File: config.mk
export PLATFORM = sky130hd
export DESIGN_NAME = lat_cache
export DESIGN_NICKNAME = d
export VERILOG_FILES = /design/src/rtl/lat_cache_pkg.sv /design/src/rtl/lat_tag_cmp.sv /design/src/rtl/lat_lru_age.sv /design/src/rtl/lat_cache.sv
export SDC_FILE = /design/constraint.sdc
export NUM_CORES = 1
export LEC_CHECK = 0
export BUFFER_PORTS_ARGS = -buffer_cell sky130_fd_sc_hd__buf_2
export CAP_MARGIN = 0
export CORE_ASPECT_RATIO = 1.1
export CORE_MARGIN = 2
export CORE_UTILIZATION = 48
export CTS_CLUSTER_DIAMETER = 120
export DETAILED_ROUTE_END_ITERATION = 12
export GPL_ROUTABILITY_DRIVEN = 0
export SETUP_SLACK_MARGIN = 0.4
export SLEW_MARGIN = 20
export SYNTH_ARGS = -nofsm -noshare
export SYNTH_HDL_FRONTEND = slang
export SYNTH_SLANG_ARGS = --single-unit
File: constraint.sdc
create_clock -name clk_i -period 4.5 [get_ports clk_i]
set_input_delay 1.35 -clock clk_i [delete_from_list [all_inputs] [get_ports clk_i]]
set_output_delay 1.35 -clock clk_i [all_outputs]
set_load 0.02 [all_outputs]
File: src/rtl/lat_cache_pkg.sv
package lat_cache_pkg;
  localparam int unsigned LAT_W = 5;
  localparam int unsigned CNT_W = 16;

  typedef enum logic [1:0] {
    ACC_LD_HIT,
    ACC_LD_MISS,
    ACC_ST
  } acc_kind_e;
endpackage

File: src/rtl/lat_tag_cmp.sv
module lat_tag_cmp #(
  parameter int unsigned WAYS  = 8,
  parameter int unsigned TAG_W = 26,
  localparam int unsigned IDX_W = $clog2(WAYS)
) (
  input  logic                       clk_i,
  input  logic                       rst_ni,
  input  logic [WAYS-1:0][TAG_W-1:0] tag_i,
  input  logic [WAYS-1:0]            valid_i,
  input  logic [TAG_W-1:0]           probe_i,
  output logic                       hit_o,
  output logic [IDX_W-1:0]           hit_idx_o
);
  logic [WAYS-1:0] hit_vec;

  for (genvar g = 0; g < WAYS; g++) begin : g_cmp
    assign hit_vec[g] = valid_i[g] && (tag_i[g] == probe_i);
  end

  always_comb begin
    hit_idx_o = '0;
    for (int i = 0; i < WAYS; i++) begin
      if (hit_vec[i]) hit_idx_o = IDX_W'(i);
    end
  end

  assign hit_o = |hit_vec;


  tag_unique_chk: assert property (@(posedge clk_i) disable iff (!rst_ni)
    $onehot0(hit_vec));
endmodule

File: src/rtl/lat_lru_age.sv
module lat_lru_age #(
  parameter int unsigned WAYS = 8,
  localparam int unsigned IDX_W = $clog2(WAYS)
) (
  input  logic             clk_i,
  input  logic             rst_ni,
  input  logic [WAYS-1:0]  valid_i,
  input  logic             touch_i,
  input  logic [IDX_W-1:0] touch_idx_i,
  output logic [IDX_W-1:0] victim_idx_o
);
  logic [WAYS-1:0][IDX_W-1:0] age_q, age_d;
  logic [WAYS-1:0]            age_zero;
  logic                       free_found;

  // ages form a permutation of 0..WAYS-1; 0 is most recent
  always_comb begin
    age_d = age_q;
    if (touch_i) begin
      for (int i = 0; i < WAYS; i++) begin
        if (IDX_W'(i) == touch_idx_i)           age_d[i] = '0;
        else if (age_q[i] < age_q[touch_idx_i]) age_d[i] = age_q[i] + 1'b1;
      end
    end
  end

  always_ff @(posedge clk_i or negedge rst_ni) begin
    if (!rst_ni) begin
      for (int i = 0; i < WAYS; i++) age_q[i] <= IDX_W'(i);
    end else begin
      age_q <= age_d;
    end
  end

  // lowest empty line first, otherwise the oldest line
  always_comb begin
    victim_idx_o = '0;
    free_found   = 1'b0;
    for (int i = 0; i < WAYS; i++) begin
      if (!free_found && !valid_i[i]) begin
        victim_idx_o = IDX_W'(i);
        free_found   = 1'b1;
      end
    end
    if (!free_found) begin
      for (int i = 0; i < WAYS; i++) begin
        if (age_q[i] == IDX_W'(WAYS - 1)) victim_idx_o = IDX_W'(i);
      end
    end
  end

  for (genvar g = 0; g < WAYS; g++) begin : g_zero
    assign age_zero[g] = (age_q[g] == '0);
  end


  age_perm_chk: assert property (@(posedge clk_i) disable iff (!rst_ni)
    $countones(age_zero) == 1);


  touch_mru_chk: assert property (@(posedge clk_i) disable iff (!rst_ni)
    touch_i |=> age_q[$past(touch_idx_i)] == '0);
endmodule

File: src/rtl/lat_cache.sv
module lat_cache
  import lat_cache_pkg::*;
#(
  parameter int unsigned ADDR_W      = 32,
  parameter int unsigned BLK_BYTES   = 64,
  parameter int unsigned WAYS        = 8,
  parameter int unsigned LAT_LD_HIT  = 2,
  parameter int unsigned LAT_LD_MISS = 20,
  parameter int unsigned LAT_ST      = 1
) (
  input  logic              clk_i,
  input  logic              rst_ni,
  input  logic              req_valid_i,
  input  logic              req_store_i,
  input  logic [ADDR_W-1:0] req_addr_i,
  output logic              rsp_valid_o,
  output logic              rsp_hit_o,
  output logic [LAT_W-1:0]  rsp_lat_o,
  output logic [CNT_W-1:0]  hit_cnt_o,
  output logic [CNT_W-1:0]  miss_cnt_o
);
  localparam int unsigned OFF_W = $clog2(BLK_BYTES);
  localparam int unsigned TAG_W = ADDR_W - OFF_W;
  localparam int unsigned IDX_W = $clog2(WAYS);

  logic [WAYS-1:0][TAG_W-1:0] tag_q;
  logic [WAYS-1:0]            valid_q;
  logic [TAG_W-1:0]           probe;
  logic                       hit;
  logic [IDX_W-1:0]           hit_idx, victim_idx, way;
  acc_kind_e                  kind;
  logic [LAT_W-1:0]           lat;

  assign probe = req_addr_i[ADDR_W-1:OFF_W];

  lat_tag_cmp #(.WAYS(WAYS), .TAG_W(TAG_W)) u_cmp (
    .clk_i     (clk_i),
    .rst_ni    (rst_ni),
    .tag_i     (tag_q),
    .valid_i   (valid_q),
    .probe_i   (probe),
    .hit_o     (hit),
    .hit_idx_o (hit_idx)
  );

  assign way = hit ? hit_idx : victim_idx;

  lat_lru_age #(.WAYS(WAYS)) u_lru (
    .clk_i        (clk_i),
    .rst_ni       (rst_ni),
    .valid_i      (valid_q),
    .touch_i      (req_valid_i),
    .touch_idx_i  (way),
    .victim_idx_o (victim_idx)
  );

  always_comb begin
    if (req_store_i) kind = ACC_ST;
    else if (hit)    kind = ACC_LD_HIT;
    else             kind = ACC_LD_MISS;
    unique case (kind)
      ACC_ST:      lat = LAT_W'(LAT_ST);
      ACC_LD_HIT:  lat = LAT_W'(LAT_LD_HIT);
      default:     lat = LAT_W'(LAT_LD_MISS);
    endcase
  end

  // tag store: install on miss, no fill delay
  always_ff @(posedge clk_i or negedge rst_ni) begin
    if (!rst_ni) begin
      tag_q   <= '0;
      valid_q <= '0;
    end else if (req_valid_i && !hit) begin
      tag_q[way]   <= probe;
      valid_q[way] <= 1'b1;
    end
  end

  always_ff @(posedge clk_i or negedge rst_ni) begin
    if (!rst_ni) begin
      rsp_valid_o <= 1'b0;
      rsp_hit_o   <= 1'b0;
      rsp_lat_o   <= '0;
      hit_cnt_o   <= '0;
      miss_cnt_o  <= '0;
    end else begin
      rsp_valid_o <= req_valid_i;
      if (req_valid_i) begin
        rsp_hit_o <= hit;
        rsp_lat_o <= lat;
        if (hit) hit_cnt_o  <= hit_cnt_o + 1'b1;
        else     miss_cnt_o <= miss_cnt_o + 1'b1;
      end
    end
  end


  rsp_follow_chk: assert property (@(posedge clk_i) disable iff (!rst_ni)
    req_valid_i |=> rsp_valid_o);


  rsp_idle_chk: assert property (@(posedge clk_i) disable iff (!rst_ni)
    !req_valid_i |=> !rsp_valid_o);


  store_lat_chk: assert property (@(posedge clk_i) disable iff (!rst_ni)
    (req_valid_i && req_store_i) |=> rsp_lat_o == LAT_W'(LAT_ST));


  load_hit_lat_chk: assert property (@(posedge clk_i) disable iff (!rst_ni)
    (req_valid_i && !req_store_i) |=> (!rsp_hit_o || rsp_lat_o == LAT_W'(LAT_LD_HIT)));


  load_miss_lat_chk: assert property (@(posedge clk_i) disable iff (!rst_ni)
    (req_valid_i && !req_store_i) |=> (rsp_hit_o || rsp_lat_o == LAT_W'(LAT_LD_MISS)));


  count_step_chk: assert property (@(posedge clk_i) disable iff (!rst_ni)
    req_valid_i |=> CNT_W'(hit_cnt_o + miss_cnt_o) ==
                    CNT_W'($past(hit_cnt_o) + $past(miss_cnt_o) + 1'b1));


  miss_fill_chk: assert property (@(posedge clk_i) disable iff (!rst_ni)
    (req_valid_i && !hit) |=> $countones(valid_q) >= 1);
endmodule

==> qor.yml, run 1 <==
die_w_microns: 169
cpPeakStageDelay_ns: 0.39
grt_use_total_pct: 23.9
synth_top_area_share_pct: 45.9
synth_area_leaders: "dfrtp_1 46%, mux2_2 17%, xnor2_1 9.0%, xor2_1 5.4%, ha_1 2.3%"
fin_worst_skew_ns: 0.0125
root_buffer: "clkbuf_16"
cp-end-kind: "flop"
hold_path_class: "flop to flop"
start_util_pct: 48.9
worst_setup_hold_path_clk_slew_ns: 0.06
antenna_found_initial: 0
async_reset_ff_share_pct: 100
drtAntennaViolNets: 0
max-clock-path-buffers: 3
top_level_ports: 75
synth_area_sq_um: 14400
grt_pass1_wl_mm: 57.7
grt_pass1_vias: 10190
area_delta_synth_final_pct: 33.4
fmax_ghz: 0.222
status: "finished, violations left"
numClockSinks: 277
drive_above_1_share_pct: 47.2
slew_headroom_pct: 48.0
core_area_sq_um: 29600
drc: 0
cts_tree: "built"
drtIter0Drc: 518
die_area_sq_um: 31500
tns_ns: -0.0110
min_period_over_period_pct: 100
setup_slack_ns: -0.0110
crit_slowest_cell: "nor4_4"
max_slew.worst_pin.slew_ns: 0.780
synth_seq_area_share_pct: 48.1
diodes: 0
violations: "negative setup slack"
ys_seq_elements: 277
yosysWarnings: 0
ys_types: 73
report.final.slew_viol_count: 0
nets: 1520
synth_cells: 1207
path_class: "input port to flop"
crit_arrival_ns: 4.95
clk_latency_ns: 0.55
wl_per_cell_microns: 20.5
hold_buffers: 0
die_y_microns: 186
num_rows: 66
dp_hpwl_mm: 25.3
yosysTopAreaCell: "dfrtp_1"
grt-ovfl-total: 0
io_buffers: 67
dr.pass1.iters: 5
period_minus_slack_ns: 4.51
vias_per_cell: 5.41
synthFlopType: "dfrtp_1"
maxCapViolCount: 0
worstSetupStartpointType: "input port"
synth_edf_count: 0
vias: 10037
crit_fanout: 11
synth.avg_cell_area_sq_um: 12.0
syn_nets: 1269
h-tree-depth: 1
cp_cell_sequence: "buf_6, buf_6, xnor2_2, nand4_1, nor4_4, buf_4, o2bb2ai_4, nor3b_4, a21o_1, buf_6, mux2i_4, mux2_4, mux2_4, buf_4, buf_12, o221ai_2, and3_4, mux2_4"
cp.required_ns: 4.94
grt_max_degree: 93
finalHoldViolCount: 0
rsz0062_at_grt: "yes"
routed_wl_mm: 38.0
finalSetupViolations: 1
numCtsBuffers: 30
[cells in the final DEF, fill, tap and decap left out, drive strengths merged, types with 14 or more instances in the layout]
cell / synthesis / routed
a21oi: 14 / 14
buf: 54 / 291
clkbuf: 25 / 49
dfrtp: 265 / 265
ha: 26 / 26
inv: 32 / 32
mux2: 216 / 216
mux2i: 20 / 20
nand2: 53 / 53
nand3: 23 / 23
nand4: 45 / 45
nor2: 32 / 33
nor4: 24 / 24
o21ai: 18 / 18
xnor2: 149 / 149
xor2: 89 / 89
[flip-flops by register name (all words and copies together) (netlist names)]
name         cells
rsp_hit_o        1
valid_q          8
u_lru.age_q     24
rsp_lat_o        3
miss_cnt_o      16
hit_cnt_o       16
rsp_valid_o      1
tag_q          208
[critical path, delay by kind of cell]
family,cells,cell delay [ns]
buf+inv,6,0.91
xor+xnor,1,0.17
simple gates,4,0.93
compound gates,3,0.49
mux,4,1.08
[per-stage QoR]
step	util, %	setup slack (ns)	cell area (sq um)	cells	hold WS [ns]
after global placement	56.4	-0.714	16700	1745	0.457
final	65.2	-0.0110	19300	1856	0.464
after global routing	65.2	-0.0980	19300	1856	0.500
after floorplan	-	-0.154	14800	1207	0.464
after CTS	62.6	0.0283	18500	1835	0.470
after detailed placement	56.4	-0.793	16700	1745	0.462
[repair_timing]
item / CTS / global route
pin swaps: 43 / 37
endpoints found under the hold margin: 0 / 0
buffers inserted: 30 / 19
setup endpoints to repair: 129 / 202
resized for setup: 110 / 124
cloned: 4 / 2
[cell usage after synthesis, types with 5 or more instances]
library cell  number
inv_1             32
nor2b_1            5
mux2i_1           20
ha_1              26
dfstp_2           12
nand4_1           45
nor3_1            12
buf_2             43
xor2_1            89
dfrtp_1          265
xnor2_1          149
nand3_1           23
nand2_1           53
clkbuf_1          25
a21oi_1           14
nor4_1            23
nand2b_1           6
mux2_2           214
a211oi_1           8
and3_1             9
nor2_1            31
buf_4              7
o21ai_0           18
[worst paths after layout]
path,cells after the start,slack (ns),from,to
worst max-delay path,18,-0.01,req_addr_i[21],u_lru.age_q[18]$_DFFE_PN0P_
worst min-delay path,1,0.46,hit_cnt_o[15]$_DFFE_PN0P_,hit_cnt_o[15]$_DFFE_PN0P_
worst max register to register,17,0.49,tag_q[101]$_DFFE_PN0P_,u_lru.age_q[18]$_DFFE_PN0P_
worst min register to register,1,0.46,hit_cnt_o[15]$_DFFE_PN0P_,hit_cnt_o[15]$_DFFE_PN0P_
max in group asynchronous,2,2.68,rst_ni,tag_q[18]$_DFFE_PN0P_
min in group asynchronous,1,0.86,rst_ni,miss_cnt_o[1]$_DFFE_PN0P_
[metal layers]
metal	track usage (%)	share of wire [%]	vias to the layer above
li1	-	-	4723
met1	30.7	43	5093
met2	42.6	51	157
met3	2.32	3.1	64
met4	7.73	2.9	0
met5	0	0	-
[area by class of cell]
cell class	instances	area, sq um
inverters	32	125
repair buffers	297	2820
clock inverters	13	93.8
fillers	2295	10300
flip-flops and latches	277	6950
clock buffers	43	881
well taps	374	468
multi-input cells	820	7930
[cells by family (layout without fill, tap and decap cells)]
| group | after synthesis | in the layout | share of synthesized area, % |
|---|---|---|---|
| multiplexers | 236 | 236 | 18.2 |
| XOR/XNOR | 238 | 238 | 14.4 |
| adder cells (fa/ha/maj) | 29 | 29 | 2.49 |
| AND/OR/NAND/NOR | 226 | 227 | 8.39 |
| flip-flops | 277 | 277 | 48.1 |
| other | 1 | 1 | 0.0260 |
| buffers and inverters | 111 | 385 | 3.65 |
| AO/OA/AOI/OAI | 89 | 89 | 4.69 |
Power of run 1 is not shown: default switching activity piles up to over one toggle a cycle in this logic, so the estimate is an artifact.
==> run 2: changes to the inputs <==
--- a/config.mk
+++ b/config.mk
@@ -5,7 +5,8 @@
 export SDC_FILE = /design/constraint.sdc
 export NUM_CORES = 1
 export LEC_CHECK = 0
-export BUFFER_PORTS_ARGS = -buffer_cell sky130_fd_sc_hd__buf_2
+export ABC_AREA = 1
+export BUFFER_PORTS_ARGS = -buffer_cell sky130_fd_sc_hd__buf_4
 export CAP_MARGIN = 0
 export CORE_ASPECT_RATIO = 1.1
 export CORE_MARGIN = 2
==> qor.yml, run 2 <==
die_area_sq_um: 35800  # was 31500 sq um
antenna_found_initial: 0  # unchanged
finalHoldViolCount: 0  # unchanged
synth.avg_cell_area_sq_um: 7.18  # was 12.0 sq um
h-tree-depth: 2  # was 1
regArea_sq_um: 6950  # unchanged
num_rows: 71  # was 66
grt-ovfl-total: 0  # unchanged
dp_hpwl_mm: 42.9  # was 25.3 mm
max_slew.worst_pin.slew_ns: 0.770  # was 0.780 ns
wl_per_cell_microns: 19.0  # was 20.5 microns
diodes: 0  # unchanged
report.final.slew_viol_count: 0  # unchanged
synth_edf_count: 0  # unchanged
holdWs_ns: 0.490  # was 0.464 ns
die_y_microns: 198  # was 186 microns
synth_seq_area_share_pct: 42.2  # was 48.1%
layout_commonest_cell: "nand2_1"  # was dfrtp_1
multi_input_area_sq_um: 8230  # was 7930 sq um
maxCapViolCount: 0  # unchanged
cp-end-kind: "flop"  # unchanged
numClockSinks: 277  # unchanged
hold_path_class: "flop to flop"  # unchanged
area_delta_synth_final_pct: 32.7  # was 33.4%
numCtsBuffers: 34  # was 30
place_area_sq_um: 19900  # was 16700 sq um
worstSetupStartpointType: "input port"  # unchanged
fmax_ghz: 0.237  # was 0.222 GHz
stdcell_area_sq_um: 21800  # was 19300 sq um
drtAntennaViolNets: 0  # unchanged
p_leak_nw: 11.1
cp-startpoint: "req_addr_i[9]"  # was req_addr_i[21]
ff2ff_path_depth: 28  # was 17
power_mw: 6.38
ys_types: 49  # was 73
drc: 0  # unchanged
die_w_microns: 180  # was 169 microns
drive_above_1_share_pct: 24.3  # was 47.2%
crit_arrival_ns: 4.64  # was 4.95 ns
yosysMostFrequentCell: "nand2_1"  # was dfrtp_1
syn_nets: 2351  # was 1269
fin_worst_skew_ns: 0.0275  # was 0.0125 ns
largest_register_ffs: 208  # unchanged
rsz0062_at_grt: "yes"  # unchanged
min_period_over_period_pct: 93.7  # was 100%
root_buffer: "clkbuf_16"  # unchanged
synth_top_area_share_pct: 40.3  # was 45.9%
max-clock-path-buffers: 3  # unchanged
largest_register: "tag_q"  # unchanged
grt_pass1_vias: 15299  # was 10.2k
nets: 2715  # was 1520
grt_use_total_pct: 31.6  # was 23.9%
cts_tree: "built"  # unchanged
dr.pass1.iters: 6  # was 5
yosysWarnings: 0  # unchanged
drtIter0Drc: 1796  # was 518
vias: 16825  # was 10.0k
synth_area_leaders: "dfrtp_1 40%, nand2_1 18%, o21ai_0 6.6%, inv_1 6.4%, nand4_1 3.9%"  # was dfrtp_1 46%, mux2_2 17%, xnor2_1 9.0%, xor2_1 5.4%, ha_1 2.3%
status: "completed"  # was finished, violations left
top_regs: "tag_q: 208 flops, u_lru.age_q: 24 flops"  # unchanged
worst_setup_hold_path_clk_slew_ns: 0.06  # about the same
yosysTopAreaCell: "dfrtp_1"  # unchanged
rrSetupSlack_ns: 0.71  # was 0.49 ns
setup_slack_ns: 0.283  # was -0.0110 ns
grt_pass1_wl_mm: 86.5  # was 57.7 mm
grt_max_degree: 94  # was 93
top_level_ports: 75  # unchanged
cp-endpoint: "u_lru.age_q[11]$_DFFE_PN0P_"  # was u_lru.age_q[18]$_DFFE_PN0P_
min_path_cells: 2  # was 1
final_cell_mix: "747 x nand2_1, 366 x buf_4, 265 x inv_1, 265 x dfrtp_1, 204 x o21ai_0"  # was 265 x dfrtp_1, 169 x mux2_2, 162 x buf_4
reg2reg_to: "u_lru.age_q[11]$_DFFE_PN0P_"  # was u_lru.age_q[18]$_DFFE_PN0P_
routed_wl_mm: 59.3  # was 38.0 mm
clk_latency_ns: 0.54  # was 0.55 ns
synth_common_cells: "788 x nand2_1, 279 x inv_1, 265 x dfrtp_1"  # was 265 x dfrtp_1, 214 x mux2_2, 149 x xnor2_1
vias_per_cell: 5.40  # was 5.41
path_class: "input port to flop"  # unchanged
synthFlopType: "dfrtp_1"  # unchanged
period_minus_slack_ns: 4.22  # was 4.51 ns
cp.required_ns: 4.92  # was 4.94 ns
place_ws_ns: -0.283  # was -0.793 ns
io_buffers: 67  # unchanged
fin_cells: 3114  # was 1856
fillCellCount: 3017  # was 2295
r2r_start: "valid_q[2]$_DFFE_PN0P_"  # was tag_q[101]$_DFFE_PN0P_
peakVddDrop_mv: 0.276
synth_area_sq_um: 16400  # was 14400 sq um
core_area_sq_um: 34000  # was 29600 sq um
finalSetupViolations: 0  # was 1
slew_headroom_pct: 48.7  # was 48.0%
dp.cells: 3028  # was 1745
power_density_nw_per_um2: 292
synth_cells: 2289  # was 1207
crit_fanout: 6  # was 11
ys_seq_elements: 277  # unchanged
start_util_pct: 48.3  # was 48.9%
async_reset_ff_share_pct: 100  # unchanged
## run 2: critical path, stage by stage
cell and delay (ns):
buf_4 0.10, clkinvlp_4 0.21, buf_4 0.21, nand2_1 0.07, nand2_1 0.07, nor2_1 0.21, nand4_1 0.11, nor2_1 0.15
nand2_2 0.15, nand2_2 0.10, nand2_2 0.07, a21boi_4 0.18, nand2_4 0.12, nor2_4 0.13, inv_2 0.05, or2_4 0.25
a31oi_4 0.23, buf_6 0.17, ha_4 0.19, nand2_2 0.07, inv_2 0.04, nand2_2 0.06, nand2_2 0.05, nand2_2 0.07
nand2_2 0.08, nand2_1 0.09, nand2_1 0.05
## run 2: report_power, final
group	total (mW)	internal, mW	switching (mW)
registers	2.60	2.55	0.0553
clock network	2.91	1.82	1.09
logic	0.868	0.352	0.516
total	6.38	4.72	1.66
## run 2: per-layer routing
layer / vias up / part of all wire (%) / GRT usage [%]
li1: 7991 / - / -
met1: 7917 / 42 / 44.6
met2: 784 / 42 / 46.6
met3: 133 / 12 / 8.57
met4: 0 / 3.9 / 11.3
met5: - / 0 / 0
## run 2: worst min path at each step
stage                                  start                        to
finish                tag_q[113]$_DFFE_PN0P_    tag_q[113]$_DFFE_PN0P_
global route        rsp_lat_o[0]$_DFFE_PN0P_  rsp_lat_o[0]$_DFFE_PN0P_
global placement      tag_q[113]$_DFFE_PN0P_    tag_q[113]$_DFFE_PN0P_
CTS                   tag_q[113]$_DFFE_PN0P_    tag_q[113]$_DFFE_PN0P_
floorplan             tag_q[108]$_DFFE_PN0P_    tag_q[108]$_DFFE_PN0P_
detailed placement  rsp_lat_o[0]$_DFFE_PN0P_  rsp_lat_o[0]$_DFFE_PN0P_
## run 2: logic make-up (layout without fill, tap and decap cells)
group | Yosys count | count (layout) | share of synthesized area (%)
compound gates | 276 | 276 | 8.86
xor+xnor | 80 | 80 | 4.26
fa+ha+maj | 26 | 26 | 1.98
buf+inv | 397 | 784 | 9.92
flops | 277 | 277 | 42.2
mux | 1 | 1 | 0.0685
other cells | 1 | 1 | 0.0228
simple gates | 1231 | 1231 | 32.7
## run 2: layout make-up
type                            count  area share (%)
Clock buffer                       52            4.78
Timing Repair Buffer              420            17.2
Clock inverter                      7           0.619
Multi-Input combinational cell   1615            37.7
Sequential cell                   277            31.8
Inverter                          305            5.37
Tap cell                          438            2.51
## run 2: metrics by stage
stage / utilization [%] / TNS (ns)
final: 64.1 / 0
after global routing: 64.1 / 0
after CTS: 62.5 / 0
after detailed placement: 58.5 / -6.04
after global placement: 58.5 / -5.79
after floorplan: - / 0
## run 2: repair_timing
action                                  CTS  global route
resized for setup                        22            97
endpoints found under the setup margin   24            82
hold buffers                              0             0
pin swaps                                30            69
buffers inserted                         11             5
gates cloned                              0            11
Power figures use the tool's default switching activity.
